==> config.mk <==
export PLATFORM = sky130hd
export DESIGN_NAME = wdog_nmi_timer
export DESIGN_NICKNAME = d
export VERILOG_FILES = /design/src/rtl/wdog_pkg.sv /design/src/rtl/wdog_prescaler.sv /design/src/rtl/wdog_counter.sv /design/src/rtl/wdog_regs.sv /design/src/rtl/wdog_nmi_timer.sv
export SDC_FILE = /design/constraint.sdc
export NUM_CORES = 1
export LEC_CHECK = 0
export BUFFER_PORTS_ARGS = -buffer_cell sky130_fd_sc_hd__clkbuf_2
export CORE_MARGIN = 3
export CORE_UTILIZATION = 61
export DETAILED_ROUTE_END_ITERATION = 8
export PLACE_DENSITY = 0.85
export SLEW_MARGIN = 20
export SYNTH_ARGS = -nofsm -noshare
export SYNTH_HDL_FRONTEND = slang
export SYNTH_SLANG_ARGS = --single-unit
==> constraint.sdc <==
create_clock -name clk_i -period 7.28 [get_ports clk_i]
set_input_delay 1.456 -clock clk_i [delete_from_list [all_inputs] [get_ports clk_i]]
set_output_delay 1.456 -clock clk_i [all_outputs]
set_load 0.1 [all_outputs]
==> src/rtl/wdog_pkg.sv <==
package wdog_pkg;
  localparam int unsigned DATA_W = 16;
  localparam int unsigned ADDR_W = 7;

  localparam logic [ADDR_W-1:0] OFF_STAT = 7'h6E;
  localparam logic [ADDR_W-1:0] OFF_CNT  = 7'h70;
  localparam logic [ADDR_W-1:0] OFF_CTRL = 7'h72;

  localparam int unsigned CTRL_RUN = 0;
  localparam int unsigned CTRL_PRE = 2;
  localparam int unsigned ST_PRE   = 1;
  localparam int unsigned ST_EXP   = 2;
  localparam logic [7:0]  ST_MASK  = 8'h06;
endpackage

==> src/rtl/wdog_prescaler.sv <==
module wdog_prescaler #(
  parameter int unsigned TICK_CYCLES = 12_800_000
) (
  input  logic clk_i,
  input  logic rst_ni,
  input  logic run_i,
  input  logic restart_i,
  output logic tick_o
);
  localparam int unsigned PW = (TICK_CYCLES > 1) ? $clog2(TICK_CYCLES) : 1;
  localparam logic [PW-1:0] LAST = PW'(TICK_CYCLES - 1);

  logic [PW-1:0] phase_q;
  logic          wrap;

  assign wrap   = (phase_q == LAST);
  assign tick_o = run_i && !restart_i && wrap;

  // phase is held at zero while stopped so a start begins a full tick
  always_ff @(posedge clk_i or negedge rst_ni) begin
    if (!rst_ni) begin
      phase_q <= '0;
    end else if (!run_i || restart_i || wrap) begin
      phase_q <= '0;
    end else begin
      phase_q <= phase_q + 1'b1;
    end
  end
endmodule

==> src/rtl/wdog_counter.sv <==
module wdog_counter #(
  parameter int unsigned CNT_W     = 16,
  parameter int unsigned PRE_TICKS = 70
) (
  input  logic             clk_i,
  input  logic             rst_ni,
  input  logic             run_i,
  input  logic             tick_i,
  input  logic             load_i,
  input  logic [CNT_W-1:0] load_val_i,
  output logic [CNT_W-1:0] cnt_o,
  output logic             expire_o,
  output logic             pre_hit_o,
  output logic             rst_req_o
);
  localparam logic [CNT_W-1:0] PRE_EDGE = CNT_W'(PRE_TICKS + 1);

  logic [CNT_W-1:0] cnt_q;
  logic             rst_req_q;
  logic             at_zero;

  assign at_zero   = (cnt_q == '0);
  assign expire_o  = run_i && at_zero && !load_i;
  assign pre_hit_o = tick_i && !load_i && (cnt_q == PRE_EDGE);
  assign cnt_o     = cnt_q;
  assign rst_req_o = rst_req_q;

  always_ff @(posedge clk_i or negedge rst_ni) begin
    if (!rst_ni) begin
      cnt_q <= '0;
    end else if (load_i) begin
      cnt_q <= load_val_i;
    end else if (tick_i && !at_zero) begin
      cnt_q <= cnt_q - 1'b1;
    end
  end

  always_ff @(posedge clk_i or negedge rst_ni) begin
    if (!rst_ni) rst_req_q <= 1'b0;
    else         rst_req_q <= expire_o;
  end
endmodule

==> src/rtl/wdog_regs.sv <==
module wdog_regs
  import wdog_pkg::*;
#(
  parameter int unsigned CNT_W = 16
) (
  input  logic              clk_i,
  input  logic              rst_ni,
  input  logic              wr_en_i,
  input  logic [ADDR_W-1:0] addr_i,
  input  logic [DATA_W-1:0] wdata_i,
  input  logic [CNT_W-1:0]  cnt_i,
  input  logic              expire_i,
  input  logic              pre_hit_i,
  output logic              cnt_load_o,
  output logic [7:0]        ctrl_o,
  output logic [7:0]        status_o,
  output logic [DATA_W-1:0] rdata_o
);
  logic [7:0] ctrl_q;
  logic [7:0] status_q;
  logic       wr_stat, wr_ctrl;
  logic [7:0] st_set, st_clr;

  assign wr_stat    = wr_en_i && (addr_i == OFF_STAT);
  assign wr_ctrl    = wr_en_i && (addr_i == OFF_CTRL);
  assign cnt_load_o = wr_en_i && (addr_i == OFF_CNT);

  always_comb begin
    st_set         = '0;
    st_set[ST_PRE] = pre_hit_i && ctrl_q[CTRL_PRE];
    st_set[ST_EXP] = expire_i;
    st_clr         = wr_stat ? (wdata_i[7:0] & ST_MASK) : 8'h00;
  end

  // expiry overrides a coincident write of the run bit
  always_ff @(posedge clk_i or negedge rst_ni) begin
    if (!rst_ni) begin
      ctrl_q <= '0;
    end else begin
      if (wr_ctrl)  ctrl_q <= wdata_i[7:0];
      if (expire_i) ctrl_q[CTRL_RUN] <= 1'b0;
    end
  end

  // new events win over a coincident clear
  always_ff @(posedge clk_i or negedge rst_ni) begin
    if (!rst_ni) status_q <= '0;
    else         status_q <= (status_q & ~st_clr) | st_set;
  end

  always_comb begin
    unique case (addr_i)
      OFF_STAT: rdata_o = DATA_W'(status_q);
      OFF_CNT:  rdata_o = DATA_W'(cnt_i);
      OFF_CTRL: rdata_o = DATA_W'(ctrl_q);
      default:  rdata_o = '0;
    endcase
  end

  assign ctrl_o   = ctrl_q;
  assign status_o = status_q;
endmodule

==> src/rtl/wdog_nmi_timer.sv <==
module wdog_nmi_timer
  import wdog_pkg::*;
#(
  parameter int unsigned TICK_CYCLES = 12_800_000,
  parameter int unsigned CNT_W       = 16,
  parameter int unsigned PRE_TICKS   = 70
) (
  input  logic              clk_i,
  input  logic              rst_ni,
  input  logic              wr_en_i,
  input  logic [ADDR_W-1:0] addr_i,
  input  logic [DATA_W-1:0] wdata_i,
  output logic [DATA_W-1:0] rdata_o,
  output logic              nmi_req_o,
  output logic              rst_req_o
);
  logic             tick;
  logic             cnt_load;
  logic             expire;
  logic             pre_hit;
  logic [CNT_W-1:0] cnt;
  logic [7:0]       ctrl;
  logic [7:0]       status;

  wdog_prescaler #(.TICK_CYCLES(TICK_CYCLES)) u_presc (
    .clk_i     (clk_i),
    .rst_ni    (rst_ni),
    .run_i     (ctrl[CTRL_RUN]),
    .restart_i (cnt_load),
    .tick_o    (tick)
  );

  wdog_counter #(.CNT_W(CNT_W), .PRE_TICKS(PRE_TICKS)) u_cnt (
    .clk_i      (clk_i),
    .rst_ni     (rst_ni),
    .run_i      (ctrl[CTRL_RUN]),
    .tick_i     (tick),
    .load_i     (cnt_load),
    .load_val_i (wdata_i[CNT_W-1:0]),
    .cnt_o      (cnt),
    .expire_o   (expire),
    .pre_hit_o  (pre_hit),
    .rst_req_o  (rst_req_o)
  );

  wdog_regs #(.CNT_W(CNT_W)) u_regs (
    .clk_i      (clk_i),
    .rst_ni     (rst_ni),
    .wr_en_i    (wr_en_i),
    .addr_i     (addr_i),
    .wdata_i    (wdata_i),
    .cnt_i      (cnt),
    .expire_i   (expire),
    .pre_hit_i  (pre_hit),
    .cnt_load_o (cnt_load),
    .ctrl_o     (ctrl),
    .status_o   (status),
    .rdata_o    (rdata_o)
  );

  assign nmi_req_o = ctrl[CTRL_PRE] && (status[ST_PRE] || status[ST_EXP]);
endmodule

==> results.env, run 1 <==
FINAL_MIN_PERIOD_OVER_CLOCK_PERIOD_PCT=66.6
NUM-NETS-FINAL=371
POST_CTS_RESIZED=0
CELL_TYPES_OCCUPYING_THE_MOST_AREA_AFTER_SYNTHESIS='sky130_fd_sc_hd__dfrtp_1 44%, sky130_fd_sc_hd__nor2_1 6.1%, sky130_fd_sc_hd__xor2_1 5.7%'
MAX_STAGE_DELAY_NS=0.73
SYNTH.YOSYS.SEQ_AREA_SHARE_PCT=43.9
SYNTHDOMINANTAREACELLTYPE='sky130_fd_sc_hd__dfrtp_1'
END_KIND='primary output'
SYNTH_EDF_COUNT=0
POST_ROUTE_CELLS_DRIVE_ABOVE_1_SHARE_PCT=19.9
DIE_W_UM=75.1
POST-ROUTE-MIN-PERIOD_NS=4.85
NETLIST_AREA_MM2=0.00291
PLACEMENT.IO_BUFFERS=43
SYNTHFLOPTYPE='sky130_fd_sc_hd__dfrtp_1'
CTS_TREE='done'
P_LEAK_nW=1.38
TOP_LEVEL_PORTS=44
DRT_FIRST_PASS_ITERS=4
DIE_HEIGHT_UM=75.1
ANTENNA_FOUND_INITIAL=0
CRIT_PATH_MOST_REPEATED_CELL='sky130_fd_sc_hd__clkbuf_2'
FINAL.SETUP_SKEW_NS=0.00635
REMAINING_DRC_ERRORS=0
YS_WARN_COUNT=0
CLOCK_SINKS=51
POST-DP-HPWL_UM=4130
DETAIL_ROUTE.VIAS_PER_CELL=5.84
DIODES=0
STARTPOINT_TYPE='input pin'
CRIT_BUF_INV=2
YOSYSUNIQUECELLTYPES=42
POSTSYNTHREGISTERBITS=51
P_PER_AREA_mW_PER_MM2=173
POST_SYN_NETS=335
PIN_COUNT_OF_THE_BIGGEST_NET_ENTERING_GLOBAL_ROUTING=52
CORE_MM2=0.00447
DRT_FIRST_ITER_VIOLATIONS=208
VIA_COUNT=2296
GLOBALROUTETOTALUTIL_PCT=22.0
FINAL-HOLD-VIOLATION-COUNT=0
NUMBER_OF_GLOBAL_ROUTE_VIAS_BEFORE_REPAIR=2149
NUMCTSBUFFERS=5
CLOCK_INSERTION_DELAY_WORST_SKEW_NS=0.30
WORST-ENDPOINT-REQUIRED_NS=5.82
CTS-ROOT-TO-SINK-BUFFERS=2
FINALWIRELENGTH_UM=5800
WORSTPATHARRIVAL_NS=3.40
AREAGROWTHSYNTHTOFINISH_PCT=11.3
TIMING.SETUP.TNS_NS=0
TOTAL_OF_FILL_CELLS_IN_THE_FINISHED_DESIGN=356
CLK_PIN_SLEW_NS=0.08
DIE-AREA_MM2=0.00564
WORST_PATH_MAX_FANOUT=12
POST_SYNTH_INST_COUNT=305
INITIAL_STANDARD_CELL_UTILIZATION_OF_THE_CORE_PCT=65.0
TIMING.FINAL.SETUP_VIOLATIONS=0
POST_SYNTHESIS_MEAN_INSTANCE_AREA_UM2=9.54
STATUS='completed'
WIRE_LENGTH_OF_THE_FIRST_GLOBAL_ROUTING_PASS_UM=9660
CTSHOLDBUFFERS=0
ROUTABILITYCONGESTION=0.887
FINAL_ANTENNA_NET_COUNT=0
CRIT_PATH_MAX_DELAY_FAMILY='simple AND/OR/NAND/NOR gates'
YS_ASYNC_SR_FRACTION_PCT=100
WIRE_PER_INST_UM=14.8
HOLDCRITPATHCLASS='reg2reg'
UNREPAIRED_SETUP_ENDPOINTS_AFTER_GLOBAL_ROUTING='false'
TRANSITION_TIME_AT_THE_PIN_WITH_THE_LEAST_SLEW_MARGIN_NS=0.893
HTREE_LEVELS=2
FF2FF_SETUP_SLACK_NS=4.72
TIMING.FMAX_MHz=206
PLACEMENTROWS=24
CTS_ROOT_BUF='sky130_fd_sc_hd__clkbuf_8'
PLACED_CELLS=386
GRT_OVERFLOW=0
CTS_SETUP_BUFFERS=0
FINAL_CELL_COUNT_NO_FILL=393
WORST_VDD_IR_mV=0.118
SLEW_HEADROOM_PCT=40.3
CRIT_TYPE='in2out'
SYNTH_TOP_AREA_SHARE_PCT=43.9
MAXSLEWVIOLCOUNT=0
WORSTPATHCELLLIST='clkbuf_2 > nand3b_1 > or4b_1 > nor2_1 > and2_1 > clkbuf_2'
SLOWEST_STAGE='sky130_fd_sc_hd__or4b_1'
MAXCAPVIOLCOUNT=0
==> state kept, by name, indices dropped and copies added (netlist names) <==
register / flops
u_presc.phase_q: 24
u_cnt.cnt_o: 16
u_regs.ctrl_o: 8
u_regs.status_o: 2
u_cnt.rst_req_o: 1
==> cells in the final DEF (no fill, tap or decap), drive strengths merged, types with 5 or more instances in the layout <==
master  count
xnor2       9
mux2i       9
a31oi       8
xor2       19
or4         5
nand3      19
clkbuf     49
nor4        9
or3         6
nand4      11
nor2       47
mux2        8
nand2      20
and2       12
dfrtp      51
and3        6
o21ai      13
and4        6
==> cell families after synthesis <==
kind of cell	after synthesis	share of synthesized area (%)
compound gates	29	6.06
xor+xnor	28	8.43
fa+ha+maj	4	1.72
buf+inv	19	2.75
flops	51	43.9
mux	17	6.19
simple gates	157	31.0
==> per-stage QoR <==
step / total power [mW] / worst slack [ns] / instance area, um2 / utilization, % / hold slack, ns
2_1_floorplan: 0.356 / 1.34 / 2910 / - / 0.467
3_3_place_gp: 0.375 / 2.45 / 3140 / 70.1 / 0.489
3_5_place_dp: 0.377 / 2.42 / 3140 / 70.1 / 0.493
4_1_cts: 0.564 / 2.41 / 3240 / 72.4 / 0.507
5_1_grt: 0.582 / 2.25 / 3240 / 72.4 / 0.532
6_report: 0.560 / 2.43 / 3240 / 72.4 / 0.507
==> layer usage <==
metal | track usage (%) | wire length (um) | vias to the layer above
li1 | - | - | 1154
met1 | 28.7 | 2660 | 1091
met2 | 37.2 | 2810 | 45
met3 | 5.34 | 274 | 6
met4 | 4.94 | 49 | 0
met5 | 0 | 0 | -
==> report_power, final <==
| group | switching [mW] | internal (mW) | leakage [nW] |
|---|---|---|---|
| clock | 0.0871 | 0.101 | 0.0513 |
| sequential | 0.0199 | 0.297 | 0.634 |
| combinational | 0.0319 | 0.0230 | 0.691 |
==> synth_stat cells, drive strengths merged, types with 2 or more instances <==
master   n
nand2   20
a31oi    8
and4     6
buf      7
nor4b    2
or4b     2
inv      3
nor3     2
nand4   11
nor3b    4
or3      6
and4bb   2
a21o     2
and3     6
nand3   19
nor2    47
nor4     9
ha       4
xnor2    9
xor2    19
dfrtp   51
mux2     8
clkbuf   9
mux2i    9
and2    12
o31ai    3
or4      5
o21ai   13
==> final cells by class <==
class                      instances  area [um2]  share of cell area (%)
multi-input combinational        235        1550                    48.0
sequential                        51        1280                    39.4
timing repair buffer              45         230                    7.11
clock buffer                       6        72.6                    2.24
tap                               52        65.1                    2.01
clock inverter                     1        30.0                   0.927
inverter                           3        11.3                   0.348
==> worst paths after layout <==
check	start	endpoint	depth (start not counted)
max in group asynchronous	rst_ni	u_presc.phase_q[22]	2
worst min register to register	u_presc.phase_q[0]	u_presc.phase_q[0]	1
worst max register to register	u_cnt.cnt_o[0]	u_cnt.cnt_o[13]	7
min in group asynchronous	rst_ni	u_cnt.cnt_o[8]	2
worst max-delay path	addr_i[0]	rdata_o[9]	6
worst min-delay path	u_presc.phase_q[0]	u_presc.phase_q[0]	1
No activity file was read; power rests on OpenSTA's default activity.
==> inputs of run 2 (changes only) <==
--- a/config.mk
+++ b/config.mk
@@ -7,9 +7,9 @@
 export LEC_CHECK = 0
 export BUFFER_PORTS_ARGS = -buffer_cell sky130_fd_sc_hd__clkbuf_2
 export CORE_MARGIN = 3
-export CORE_UTILIZATION = 61
+export CORE_UTILIZATION = 57
 export DETAILED_ROUTE_END_ITERATION = 8
-export PLACE_DENSITY = 0.85
+export PLACE_DENSITY = 0.8
 export SLEW_MARGIN = 20
 export SYNTH_ARGS = -nofsm -noshare
 export SYNTH_HDL_FRONTEND = slang
==> constraint.sdc (replaced) <==
create_clock -name clk_i -period 4.8 [get_ports clk_i]
set_input_delay 0.96 -clock clk_i [delete_from_list [all_inputs] [get_ports clk_i]]
set_output_delay 0.96 -clock clk_i [all_outputs]
set_load 0.1 [all_outputs]
==> results.env, run 2 (same netlist as run 1, synthesis figures left out) <==
WIRE_PER_INST_UM=14.8  # about the same
CTSHOLDBUFFERS=0  # unchanged
REGISTERS.TOP_BY_FF_COUNT='u_presc.phase_q'
DIODES=0  # unchanged
WORST-ENDPOINT-REQUIRED_NS=3.84  # -1.98 ns
TOTAL_OF_FILL_CELLS_IN_THE_FINISHED_DESIGN=407  # +14%
STARTPOINT_TYPE='input pin'
DIE_HEIGHT_UM=77.5  # +3.2%
FINAL_CELL_COUNT_NO_FILL=408  # +3.8%
LAYOUT.CORE_UTILIZATION_PCT=68.2  # -4.2 points
WORST_VDD_IR_mV=0.204  # +72%
DEPTH_OF_THE_WORST_REGISTER_TO_REGISTER_PATH=5  # -2
CRIT_TYPE='in2out'
VIA_COUNT=2377  # +3.5%
MAXCAPVIOLCOUNT=0  # unchanged
GRT_OVERFLOW=0  # unchanged
FINAL_ANTENNA_NET_COUNT=0  # unchanged
WORSTPATHARRIVAL_NS=2.99  # -0.41 ns
UNREPAIRED_SETUP_ENDPOINTS_AFTER_GLOBAL_ROUTING='false'
FINAL_MIN_PERIOD_OVER_CLOCK_PERIOD_PCT=82.3
PIN_COUNT_OF_THE_BIGGEST_NET_ENTERING_GLOBAL_ROUTING=52  # unchanged
WIRE_LENGTH_OF_THE_FIRST_GLOBAL_ROUTING_PASS_UM=10400  # +8.1%
NUMCTSBUFFERS=5  # unchanged
DIE_W_UM=77.5  # +3.2%
NUM-NETS-FINAL=370  # -0.27%
POST-ROUTE-MIN-PERIOD_NS=3.95
CLK_PIN_SLEW_NS=0.08  # about the same
FINALWIRELENGTH_UM=6020  # +3.8%
LARGEST_REG_FLOPS=24  # unchanged
HOLDCRITPATHCLASS='reg2reg'
GRT_BUSIEST_LAYER='met2'
AREAGROWTHSYNTHTOFINISH_PCT=12.9
DRT_FIRST_ITER_VIOLATIONS=161  # -23%
COMMONEST_CELLS_AFTER_ROUTING_FILL_AND_TAPS_ASIDE='51 x sky130_fd_sc_hd__dfrtp_1, 47 x sky130_fd_sc_hd__nor2_1, 43 x sky130_fd_sc_hd__clkbuf_2, 20 x sky130_fd_sc_hd__nand2_1'
POST_ROUTE_CELLS_DRIVE_ABOVE_1_SHARE_PCT=20.2  # +0.29 points
PLACEMENT.IO_BUFFERS=43  # unchanged
FINAL.SETUP_SKEW_NS=0.00908  # +0.00274 ns
USE_MET1_PCT=26.5  # -2.2 points
P_LEAK_nW=1.39  # +0.71%
P_PER_AREA_mW_PER_MM2=278  # +61%
GLOBALROUTETOTALUTIL_PCT=21.2  # -0.84 points
LAYOUT_COMMONEST_CELL='sky130_fd_sc_hd__dfrtp_1'
STATUS='completed'
CLOCK_SINKS=51  # unchanged
GLOBALROUTEMET2UTIL_PCT=37.1  # -0.10 points
HTREE_LEVELS=2  # unchanged
CLOCK_INSERTION_DELAY_WORST_SKEW_NS=0.31  # about the same
PLACEMENTROWS=25  # +4.2%
CTS_TREE='done'
DRT_FIRST_PASS_ITERS=4  # unchanged
ANTENNA_FOUND_INITIAL=0  # unchanged
CTS-ROOT-TO-SINK-BUFFERS=2  # unchanged
TIMING.FINAL.SETUP_VIOLATIONS=0  # unchanged
CORE_MM2=0.00482  # +7.7%
DIE-AREA_MM2=0.00600  # +6.5%
SLEW_HEADROOM_PCT=40.5  # +0.21 points
FINAL-HOLD-VIOLATION-COUNT=0  # unchanged
POST_CTS_RESIZED=0  # unchanged
TOP_LEVEL_PORTS=44  # unchanged
REMAINING_DRC_ERRORS=0  # unchanged
INITIAL_STANDARD_CELL_UTILIZATION_OF_THE_CORE_PCT=60.4  # -4.6 points
PLACED_CELLS=400  # +3.6%
MET3_USE_GR_PCT=4.06  # -1.3 points
CTS_SETUP_BUFFERS=0  # unchanged
HOLD_WS_NS=0.507  # -0.000362 ns
NUMBER_OF_GLOBAL_ROUTE_VIAS_BEFORE_REPAIR=2309  # +7.4%
TRANSITION_TIME_AT_THE_PIN_WITH_THE_LEAST_SLEW_MARGIN_NS=0.890  # -0.00320 ns
END_KIND='primary output'
WHS_PATH_DEPTH=1  # unchanged
MAXSLEWVIOLCOUNT=0  # unchanged
POST-DP-HPWL_UM=4290  # +4.0%
DETAIL_ROUTE.VIAS_PER_CELL=5.83  # -0.28%
CTS_ROOT_BUF='sky130_fd_sc_hd__clkbuf_8'
TIMING.FMAX_MHz=253
WORST_PATH_MAX_FANOUT=12  # unchanged
ROUTABILITYCONGESTION=0.850  # -4.1%
-- run 2: report_power, final --
| group | internal [mW] | total, mW | leakage (nW) | switching, mW |
|---|---|---|---|---|
| sequential | 0.451 | 0.480 | 0.634 | 0.0296 |
| clock | 0.208 | 0.347 | 0.0654 | 0.139 |
| combinational | 0.0351 | 0.0844 | 0.687 | 0.0493 |
-- run 2: path summary, 6_finish.rpt --
check,endpoint,startpoint,slack (ns)
worst max-delay path,rdata_o[13],addr_i[0],0.85
max in group asynchronous,u_cnt.cnt_o[14],rst_ni,3.62
worst min-delay path,u_presc.phase_q[0],u_presc.phase_q[0],0.51
worst min register to register,u_presc.phase_q[0],u_presc.phase_q[0],0.51
worst max register to register,u_cnt.cnt_o[1],u_cnt.cnt_o[10],2.17
min in group asynchronous,u_cnt.cnt_o[8],rst_ni,0.74
-- run 2: stage by stage --
| step | setup TNS [ns] | setup WS, ns | area, um2 | power [mW] |
|---|---|---|---|---|
| 6_report | 0 | 0.850 | 3290 | 0.912 |
| 3_3_place_gp | 0 | 0.944 | 3150 | 0.569 |
| 2_1_floorplan | -0.301 | -0.150 | 2910 | 0.539 |
| 3_5_place_dp | 0 | 0.867 | 3150 | 0.574 |
| 4_1_cts | 0 | 0.867 | 3290 | 0.921 |
| 5_1_grt | 0 | 0.724 | 3290 | 0.950 |
-- run 2: metal layers --
layer / routed length (um) / up-vias
li1: - / 1156
met1: 2600 / 1160
met2: 3050 / 55
met3: 308 / 6
met4: 57 / 0
met5: 0 / -
-- run 2: cell type report --
| cell class | instances | area, um2 | area share [%] |
|---|---|---|---|
| multi-input combinational | 235 | 1560 | 47.4 |
| sequential | 51 | 1280 | 38.8 |
| timing repair buffer | 44 | 223 | 6.78 |
| tap | 67 | 83.8 | 2.55 |
| clock buffer | 6 | 72.6 | 2.21 |
| clock inverter | 2 | 60.1 | 1.83 |
| inverter | 3 | 11.3 | 0.343 |
-- run 2: worst max-delay path: stages --
cell                       delay [ns]
sky130_fd_sc_hd__clkbuf_2        0.08
sky130_fd_sc_hd__nand3b_1        0.16
sky130_fd_sc_hd__or4b_1          0.78
sky130_fd_sc_hd__nor2_1          0.37
sky130_fd_sc_hd__and2_1          0.18
sky130_fd_sc_hd__clkbuf_2        0.45
